===== src/rtl/btn_flag_pkg.sv =====
package btn_flag_pkg;

  // Bits needed to count 0 .. q-1 (at least one bit).
  function automatic int unsigned run_width(input int unsigned q);
    return (q < 2) ? 1 : $clog2(q);
  endfunction

  // Next run-length value: restart on low, saturate at q-1.
  function automatic int unsigned run_next(input logic lvl,
                                           input int unsigned cur,
                                           input int unsigned q);
    if (!lvl) return 0;
    if (cur >= q - 1) return q - 1;
    return cur + 1;
  endfunction

  // A press qualifies on the cycle that completes q consecutive highs.
  function automatic logic run_complete(input logic lvl,
                                        input int unsigned cur,
                                        input int unsigned q);
    return lvl && (cur >= q - 1);
  endfunction

endpackage


===== src/rtl/btn_sync.sv =====
module btn_sync #(
  parameter int unsigned STAGES = 2
) (
  input  logic clk,
  input  logic rst_n,
  input  logic async_in,
  output logic sync_out
);
  logic [STAGES-1:0] chain_q;

  generate
    for (genvar i = 0; i < STAGES; i++) begin : g_stage
      if (i == 0) begin : g_first
        always_ff @(posedge clk or negedge rst_n) begin
          if (!rst_n) chain_q[0] <= 1'b0;
          else        chain_q[0] <= async_in;
        end
      end else begin : g_next
        always_ff @(posedge clk or negedge rst_n) begin
          if (!rst_n) chain_q[i] <= 1'b0;
          else        chain_q[i] <= chain_q[i-1];
        end
        AST_SYNC_SHIFT: assert property (@(posedge clk) disable iff (!rst_n)
          chain_q[i] == $past(chain_q[i-1]));
      end
    end
  endgenerate

  assign sync_out = chain_q[STAGES-1];
endmodule


===== src/rtl/btn_qualifier.sv =====
module btn_qualifier #(
  parameter int unsigned QUAL_CYCLES = 4
) (
  input  logic clk,
  input  logic rst_n,
  input  logic lvl,
  output logic accept
);
  localparam int unsigned CW    = btn_flag_pkg::run_width(QUAL_CYCLES);
  localparam int unsigned LIMIT = QUAL_CYCLES - 1;

  logic [CW-1:0] run_q;
  logic [CW-1:0] run_d;

  always_comb begin
    run_d  = CW'(btn_flag_pkg::run_next(lvl, 32'(run_q), QUAL_CYCLES));
    accept = btn_flag_pkg::run_complete(lvl, 32'(run_q), QUAL_CYCLES);
  end

  always_ff @(posedge clk or negedge rst_n) begin
    if (!rst_n) run_q <= '0;
    else        run_q <= run_d;
  end

  AST_RUN_CLEARS: assert property (@(posedge clk) disable iff (!rst_n)
    !lvl |=> (run_q == '0));
  AST_RUN_BOUND: assert property (@(posedge clk) disable iff (!rst_n)
    32'(run_q) <= LIMIT);
endmodule


===== src/rtl/btn_sticky.sv =====
module btn_sticky (
  input  logic clk,
  input  logic rst_n,
  input  logic accept,
  output logic flag,
  output logic pulse
);
  logic flag_q, pulse_q;

  always_ff @(posedge clk or negedge rst_n) begin
    if (!rst_n) begin
      flag_q  <= 1'b0;
      pulse_q <= 1'b0;
    end else begin
      flag_q  <= flag_q | accept;
      pulse_q <= accept & ~flag_q;
    end
  end

  assign flag  = flag_q;
  assign pulse = pulse_q;

  AST_FLAG_HOLDS: assert property (@(posedge clk) disable iff (!rst_n)
    flag_q |=> flag_q);
  AST_PULSE_ON_RISE: assert property (@(posedge clk) disable iff (!rst_n)
    pulse_q |-> (flag_q && !$past(flag_q)));
  AST_PULSE_SINGLE: assert property (@(posedge clk) disable iff (!rst_n)
    pulse_q |=> !pulse_q);
endmodule


===== src/rtl/btn_press_flag.sv =====
module btn_press_flag #(
  parameter int unsigned QUAL_CYCLES = 4
) (
  input  logic clk,
  input  logic rst_n,
  input  logic btn_raw,
  output logic press_seen,
  output logic press_event
);
  logic sync_lvl;
  logic accept;

  btn_sync #(.STAGES(2)) u_sync (
    .clk(clk), .rst_n(rst_n), .async_in(btn_raw), .sync_out(sync_lvl)
  );

  btn_qualifier #(.QUAL_CYCLES(QUAL_CYCLES)) u_qual (
    .clk(clk), .rst_n(rst_n), .lvl(sync_lvl), .accept(accept)
  );

  btn_sticky u_flag (
    .clk(clk), .rst_n(rst_n), .accept(accept),
    .flag(press_seen), .pulse(press_event)
  );

  AST_RISE_NEEDS_LEVEL: assert property (@(posedge clk) disable iff (!rst_n)
    $rose(press_seen) |-> $past(sync_lvl));
  AST_EVENT_MATCHES_RISE: assert property (@(posedge clk) disable iff (!rst_n)
    $rose(press_seen) |-> press_event);
endmodule


===== config.mk =====
export PLATFORM = sky130hd
export DESIGN_NAME = btn_press_flag
export DESIGN_NICKNAME = d
export VERILOG_FILES = /design/src/rtl/btn_flag_pkg.sv /design/src/rtl/btn_sync.sv /design/src/rtl/btn_qualifier.sv /design/src/rtl/btn_sticky.sv /design/src/rtl/btn_press_flag.sv
export SDC_FILE = /design/constraint.sdc
export NUM_CORES = 1
export LEC_CHECK = 0
export BUFFER_PORTS_ARGS = -buffer_cell sky130_fd_sc_hd__buf_4
export CORE_AREA = 8 8 45 47
export CTS_CLUSTER_SIZE = 20
export DETAILED_ROUTE_END_ITERATION = 7
export DIE_AREA = 0 0 53 55
export PLACE_DENSITY = 0.33
export REMOVE_ABC_BUFFERS = 1
export SETUP_SLACK_MARGIN = 0.4
export SLEW_MARGIN = 5
export SYNTH_ARGS = -nofsm -noshare
export SYNTH_HDL_FRONTEND = slang
export SYNTH_SLANG_ARGS = --single-unit

===== constraint.sdc =====
create_clock -name clk -period 1 [get_ports clk]
set_clock_uncertainty 0.2 [all_clocks]
set_input_delay 0.05 -clock clk [delete_from_list [all_inputs] [get_ports clk]]
set_output_delay 0.05 -clock clk [all_outputs]
set_load 0.02 [all_outputs]

# --- After elaboration in Yosys (flattened, before gate mapping) ---
# Index checks and enable logic that the tools add are counted.
word_totals:
  ff_bits: 6
  word_cells: 16
  out_inout_bits: 2
op_classes:
  n_lt_le_gt_ge: 1
  addsub: 1
  reduce_logical: 1
  n_mux: 5
  n_bitwise: 3
ops:
  columns: ["operator", "n"]
  rows:
  - ["2-bit two-way mux", 3]
  - ["2-bit by 1-bit adder with 2-bit output (second input constant)", 1]
  - ["2-bit greater-or-equal comparator (second input constant)", 1]
  - ["1-bit two-way mux", 2]
  - ["1-bit AND", 1]
  - ["1-bit logical AND", 1]
  - ["1-bit NOT", 1]
  - ["1-bit bitwise OR", 1]

# --- Longest topological paths before layout ---
# Gate-level depths: netlist (run 1).
depth:
  depth_word: 5
  depth_mapped: 2

# --- By module ---
# A second synthesis (run 1) with hierarchy kept.
hier_totals:
  hier_cells: 12
  hier_area_um2: 188.9
modules_own_cells:
  columns: ["module", "cells_each", "seq_area_each_um2", "instances", "area_per_inst_um2"]
  rows:
  - ["btn_qualifier", 6, 50.0, 1, 76.3]
  - ["btn_sticky", 4, 50.0, 1, 62.6]
  - ["btn_sync", 2, 50.0, 1, 50.0]

# --- Least setup slack after synthesis (run 1) ---
# No wires, ideal clock.
synth_path:
  path_kind: "reg-to-reg"
  startpoint: "register u_flag.flag_q (netlist: u_flag.flag)"
  endpoint: "register u_flag.flag_q (netlist: u_flag.flag)"
  slack_ns: 0.081
  setup_ns: 0.121
  path_stages_with_launch: 2
  path_buffers: 0
  t_arrival_ns: 0.598
  cell_sequence: "dfrtp_1 > nand2b_1"
synth_between:
  elab_chain_len: 1
synth_rtl:
  columns: ["item", "line", "rtl"]
  rows:
  - ["start, declared", "btn_sticky.sv:8", "logic flag_q, pulse_q;"]
  - ["start signal, assigned", "btn_sticky.sv:15", "flag_q <= flag_q | accept;"]
  - ["1-bit bitwise OR", "btn_sticky.sv:15", null]
# No other way between the ends.

# --- Final worst setup path (run 1) ---
layout_path:
  startpoint: "register u_flag.flag_q (netlist: u_flag.flag)"
  endpoint: "output press_seen"
layout_lines:
  columns: ["item", "line", "rtl"]
  rows:
  - ["end, declared", "btn_press_flag.sv:7", "output logic press_seen,"]
# No word-level cell between the ends.

==> results of run 1 <==
## logic make-up after synthesis
family	after synthesis	synth area share (%)
flip-flops	6	81.6
AND/OR/NAND/NOR	3	8.16
buffers and inverters	1	2.04
AO/OA/AOI/OAI	2	8.17
## power groups by stage
stage	Combinational, mW	Sequential, mW	Clock (mW)
2_1_floorplan	0.0105	0.282	0
3_3_place_gp	0.0411	0.275	0
3_5_place_dp	0.0419	0.276	0
4_1_cts	0.0612	0.274	0.229
5_1_grt	0.0664	0.276	0.239
6_report	0.0608	0.275	0.217
## how the worst max path moves through the flow
stage | endpoint | slack (ns)
after floorplan | u_flag.flag | 0.08
after global placement | u_qual.run_q[1] | 0.13
after detailed placement | u_qual.run_q[1] | 0.12
after CTS | press_seen | -0.01
after global routing | press_seen | -0.03
final | press_seen | 0.0005
## routing by layer
layer	vias to the layer above	part of all wire, %
met5	-	0
met4	0	0
met3	0	12
met2	5	39
met1	57	48
li1	58	-
## sequential cells by signal, summed over array words and instances, names as in the netlist
| name | cells |
|---|---|
| u_qual.run_q | 2 |
| u_flag.pulse | 1 |
| u_sync.chain_q | 1 |
| u_flag.flag | 1 |
| u_sync.sync_out | 1 |
## synthesized netlist by cell type
cell type  number
a21boi_1        1
dfrtp_1         6
o21a_1          1
nor2_1          1
inv_1           1
nand3_1         1
nand2b_1        1
## per-stage QoR
stage | power [mW] | setup slack, ns | area [sq um]
finish | 0.552 | 0.000527 | 293
global route | 0.581 | -0.0265 | 293
global placement | 0.316 | 0.134 | 234
floorplan | 0.292 | 0.0807 | 184
detailed placement | 0.318 | 0.122 | 234
CTS | 0.564 | -0.0130 | 290
## layout by cell type (no fill, tap or decap)
| cell type | netlist | routed |
|---|---|---|
| inv_1 | 1 | 1 |
| nand2b_1 | 1 | 1 |
| dfrtp_1 | 6 | 6 |
| clkbuf_4 | 0 | 3 |
| dlygate4sd3_1 | 0 | 1 |
| nor2_2 | 0 | 1 |
| buf_4 | 0 | 3 |
| a21boi_2 | 0 | 1 |
| buf_6 | 0 | 2 |
| nand3_2 | 0 | 1 |
| o21a_1 | 1 | 1 |
## layout make-up
type	instances	area, sq um
fillers	149	1090
flip-flops and latches	6	150
repair buffers	6	55.1
multi-input cells	5	41.3
clock buffers	3	22.5
well taps	16	20.0
inverters	1	3.75
## what timing repair did
action	in CTS	in global routing
pin swaps	1	2
resized for setup	4	1
setup buffers	1	0
endpoints found under the hold margin	7	7
endpoints found under the setup margin	7	7
==> results.cfg, run 1 <==
[power_and_ir_drop]
p_seq_share_pct = 49.7
p_sw_share_pct = 21.8
intPower_mw = 0.432
pwr-share-clk_pct = 39.3
ir_drop_mv = 0.512
power.density_nw_per_um2 = 1890
combPwrFrac_pct = 11.0
leakagePower_nw = 0.128
switching_power_mw = 0.120

[global_route]
grt_pass1_vias = 118
grt-ovfl-total = 0
grtUsageMet1_pct = 2.93
top_usage_layer = met3
grt_pass1_wl_um = 510
use_met2_pct = 2.73
grt_use_met3_pct = 3.21
grt_max_degree = 7
track_usage_pct = 2.80
antenna_found_initial = 0

[hold_path]
holdPathStages = 1
hp-class = input pin to flop
hold_path.startpoint = btn_raw
min_to = u_sync.chain_q[0]

[timing]
fin_crit_sh_pct = 99.9
drv_slew = 0
period_needed_ns = 0.999
fmaxAchievable_mhz = 1000
finalHoldViolCount = 7
slew_headroom_pct = 91.2
finalSetupTns_ns = 0
hold_slack_ns = -0.280
worstMarginPinSlew_ns = 0.133
rsz0062_at_grt = true
finalSetupViolCount = 0

[run]
cap_violations = 0

[clock_network]
insertion_delay_ns = 0.24
clkSlewWorstSetupHoldPaths_ns = 0.04
htreeDepth = 1
cts_tree = done
cts_hold_buf = 1
cts_num_sinks = 6
cts_buffers = 3
cts_root_buf = clkbuf_4
clk_path_buf_depth = 2

[place]
place_congestion = 0.603
dp.cells = 32
io_buffers = 4

[route]
via_per_inst = 3.24
routed_wl_um = 324
drc = 0
wl_per_cell_um = 8.76
drt_iter0_drc = 3
via_count = 120
drt_pass1_iterations = 2
postRouteAntennaNets = 0

[synth]
yosys.area.top_type_share_pct = 81.6
synth.avg_cell_area_sq_um = 15.3
synth.area.top_cells = dfrtp_1, a21boi_1, o21a_1
synth-seq-area-share_pct = 81.6
yosysWarnings = 0
ys_seq_elements = 6
synth_top_area_cell = dfrtp_1
syn_inst = 12
yosysUniqueCellTypes = 7
netlist_area_sq_um = 184

[worst_setup_path]
reg2reg_from = u_flag.flag
crit_arrival_ns = 0.75
endpoint_kind = primary output
path_depth = 1
crit_family = flip-flops
slowest_delay_ns = 0.38
cp_max_fo = 2
ff2ff_setup_slack_ns = 0.04
required_ns = 0.75
worst-path-buf-inv = 1
startpoint_type = flop
cpMaxStageDelayCell = dfrtp_1
worstPathCellList = buf_6
startpoint = u_flag.flag
reg2reg_to = u_flag.flag
worst-setup-path-type = flop to primary output
r2r_cells = 2

[die]
start_util_pct = 13.3
fp.dieW_um = 53
io_pins = 5
core_area_sq_um = 1380
rows = 14
die_area_sq_um = 2920
die_y_um = 55

[finish]
antennaDiodeCount = 0
drive_above_1_share_pct = 52.4
synthToLayoutAreaGrowth_pct = 59.2
fin_util_pct = 21.2
fin_cells = 37
final_nets = 26

[run_status]
status = complete, but fails checks
failed_checks = hold timing
Power figures use the tool's default switching activity.
==> run 2, diff against run 1 <==
--- a/config.mk
+++ b/config.mk
@@ -10,6 +10,7 @@
 export CTS_CLUSTER_SIZE = 20
 export DETAILED_ROUTE_END_ITERATION = 7
 export DIE_AREA = 0 0 53 55
+export HOLD_SLACK_MARGIN = 0.02
 export PLACE_DENSITY = 0.33
 export REMOVE_ABC_BUFFERS = 1
 export SETUP_SLACK_MARGIN = 0.4
==> constraint.sdc (replaced) <==
create_clock -name clk -period 1.1 [get_ports clk]
set_clock_uncertainty 0.2 [all_clocks]
set_input_delay 0.055 -clock clk [delete_from_list [all_inputs] [get_ports clk]]
set_output_delay 0.055 -clock clk [all_outputs]
set_load 0.02 [all_outputs]
==> run 2 against run 1 <==
Effect of this change:
- the run still ends with hold timing left
- total power is 9.4% lower
- combinational power decreased by 12%
- die area unchanged
- via count is 1.7% higher
- non-clock buffer count is the same
- worst setup slack better by 0.095 ns
- routed wire length is 0.93% higher
==> results.cfg, run 2 (synthesis results as in run 1) <==
[clock_network]
cts_tree = done
cts_buffers = 3
cts_hold_buf = 1
insertion_delay_ns = 0.24
htreeDepth = 1
cts_root_buf = clkbuf_4
clk_path_buf_depth = 2
clkSlewWorstSetupHoldPaths_ns = 0.04
cts_num_sinks = 6

[timing]
drv_slew = 0
slew_headroom_pct = 91.6
hold_slack_ns = -0.275
layout_setup_ws_ns = 0.0955
fin_crit_sh_pct = 91.3
period_needed_ns = 1.00
finalSetupTns_ns = 0
finalSetupViolCount = 0
rsz0062_at_grt = true
finalHoldViolCount = 7
worstMarginPinSlew_ns = 0.126
fmaxAchievable_mhz = 996

[worst_setup_path]
endpoint_kind = primary output
cp_max_fo = 2
slowest_delay_ns = 0.38
crit_family = flip-flops
r2r_cells = 2
ff2ff_setup_slack_ns = 0.14
required_ns = 0.84
worstPathCellList = buf_6
worst-setup-path-type = flop to primary output
path_depth = 1
startpoint_type = flop
cpMaxStageDelayCell = dfrtp_1
endpoint = press_seen
reg2reg_from = u_flag.flag
startpoint = u_flag.flag
reg2reg_to = u_flag.flag
crit_arrival_ns = 0.75
worst-path-buf-inv = 1

[die]
die_area_sq_um = 2920
io_pins = 5
die_y_um = 55
start_util_pct = 13.3
core_area_sq_um = 1380
fp.dieW_um = 53
rows = 14

[power_and_ir_drop]
leakagePower_nw = 0.127
switching_power_mw = 0.109
intPower_mw = 0.392
p_sw_share_pct = 21.7
ir_drop_mv = 0.466
p_seq_share_pct = 49.8
power.density_nw_per_um2 = 1730
combPwrFrac_pct = 10.8
pwr-share-clk_pct = 39.4

[finish]
largest_reg_flops = 2
fin_cells = 37
layout_common_cells = dfrtp_1, clkbuf_4, buf_4
final_common_cell = dfrtp_1
seq_area_sq_um = 150
fin_util_pct = 20.9
drive_above_1_share_pct = 47.6
nFillCells = 148
top_register = u_qual.run_q
finalInstanceArea_sq_um = 289
multi_input_area_sq_um = 37.5
final_nets = 26
synthToLayoutAreaGrowth_pct = 57.1
antennaDiodeCount = 0

[place]
post-place-ws_ns = 0.222
dp.cells = 32
dpl-instance-area_sq_um = 234
place_congestion = 0.603
io_buffers = 4

[route]
drt_pass1_iterations = 2
via_per_inst = 3.30
drt_iter0_drc = 2
via_count = 122
wl_per_cell_um = 8.84
postRouteAntennaNets = 0
drc = 0
routed_wl_um = 327

[global_route]
grt_pass1_vias = 121
grt_max_degree = 7
grt-ovfl-total = 0
antenna_found_initial = 0
track_usage_pct = 2.86
grt_pass1_wl_um = 524

[run_status]
failed_checks = hold timing
status = complete, but fails checks

[hold_path]
hp-class = input pin to flop

[run]
cap_violations = 0
## run 2: cell type report
class                           instances  share of cell area, %
Clock buffer                            3                   7.79
Inverter                                1                   1.30
Multi-Input combinational cell          5                   13.0
Sequential cell                         6                   51.9
Tap cell                               16                   6.93
Timing Repair Buffer                    6                   19.0
## run 2: metal layers
layer,GRT usage [%],up-vias,share of wire (%)
met5,0,-,0
met4,2.59,0,0
met3,3.21,0,12
met2,2.73,5,39
met1,3.08,59,49
li1,-,58,-
## run 2: worst min-delay path by stage
stage / start / endpoint / slack (ns) / depth (start not counted)
4_1_cts: btn_raw / u_sync.chain_q[0] / -0.29 / 1
2_1_floorplan: rst_n / u_flag.flag / -0.44 / 0
3_3_place_gp: rst_n / u_flag.flag / -0.34 / 1
3_5_place_dp: rst_n / u_flag.flag / -0.33 / 1
6_report: btn_raw / u_sync.chain_q[0] / -0.28 / 1
5_1_grt: btn_raw / u_sync.chain_q[0] / -0.29 / 1
## run 2: power by group through the flow
stage / registers [mW] / clock network (mW) / logic, mW
floorplan: 0.256 / 0 / 0.00958
global placement: 0.250 / 0 / 0.0373
detailed placement: 0.251 / 0 / 0.0381
CTS: 0.249 / 0.208 / 0.0541
global route: 0.250 / 0.217 / 0.0592
finish: 0.249 / 0.197 / 0.0538
## run 2: what timing repair did
action	CTS	global route
setup buffers	1	0
pin swaps	1	2
gates resized for setup	3	1
cloned	0	0
hold endpoints to repair	7	7
endpoints found under the setup margin	6	6
## run 2: stage by stage
step,total power [mW],hold slack (ns)
detailed placement,0.289,-0.333
CTS,0.511,-0.285
global placement,0.287,-0.335
global route,0.527,-0.286
finish,0.500,-0.275
floorplan,0.266,-0.441
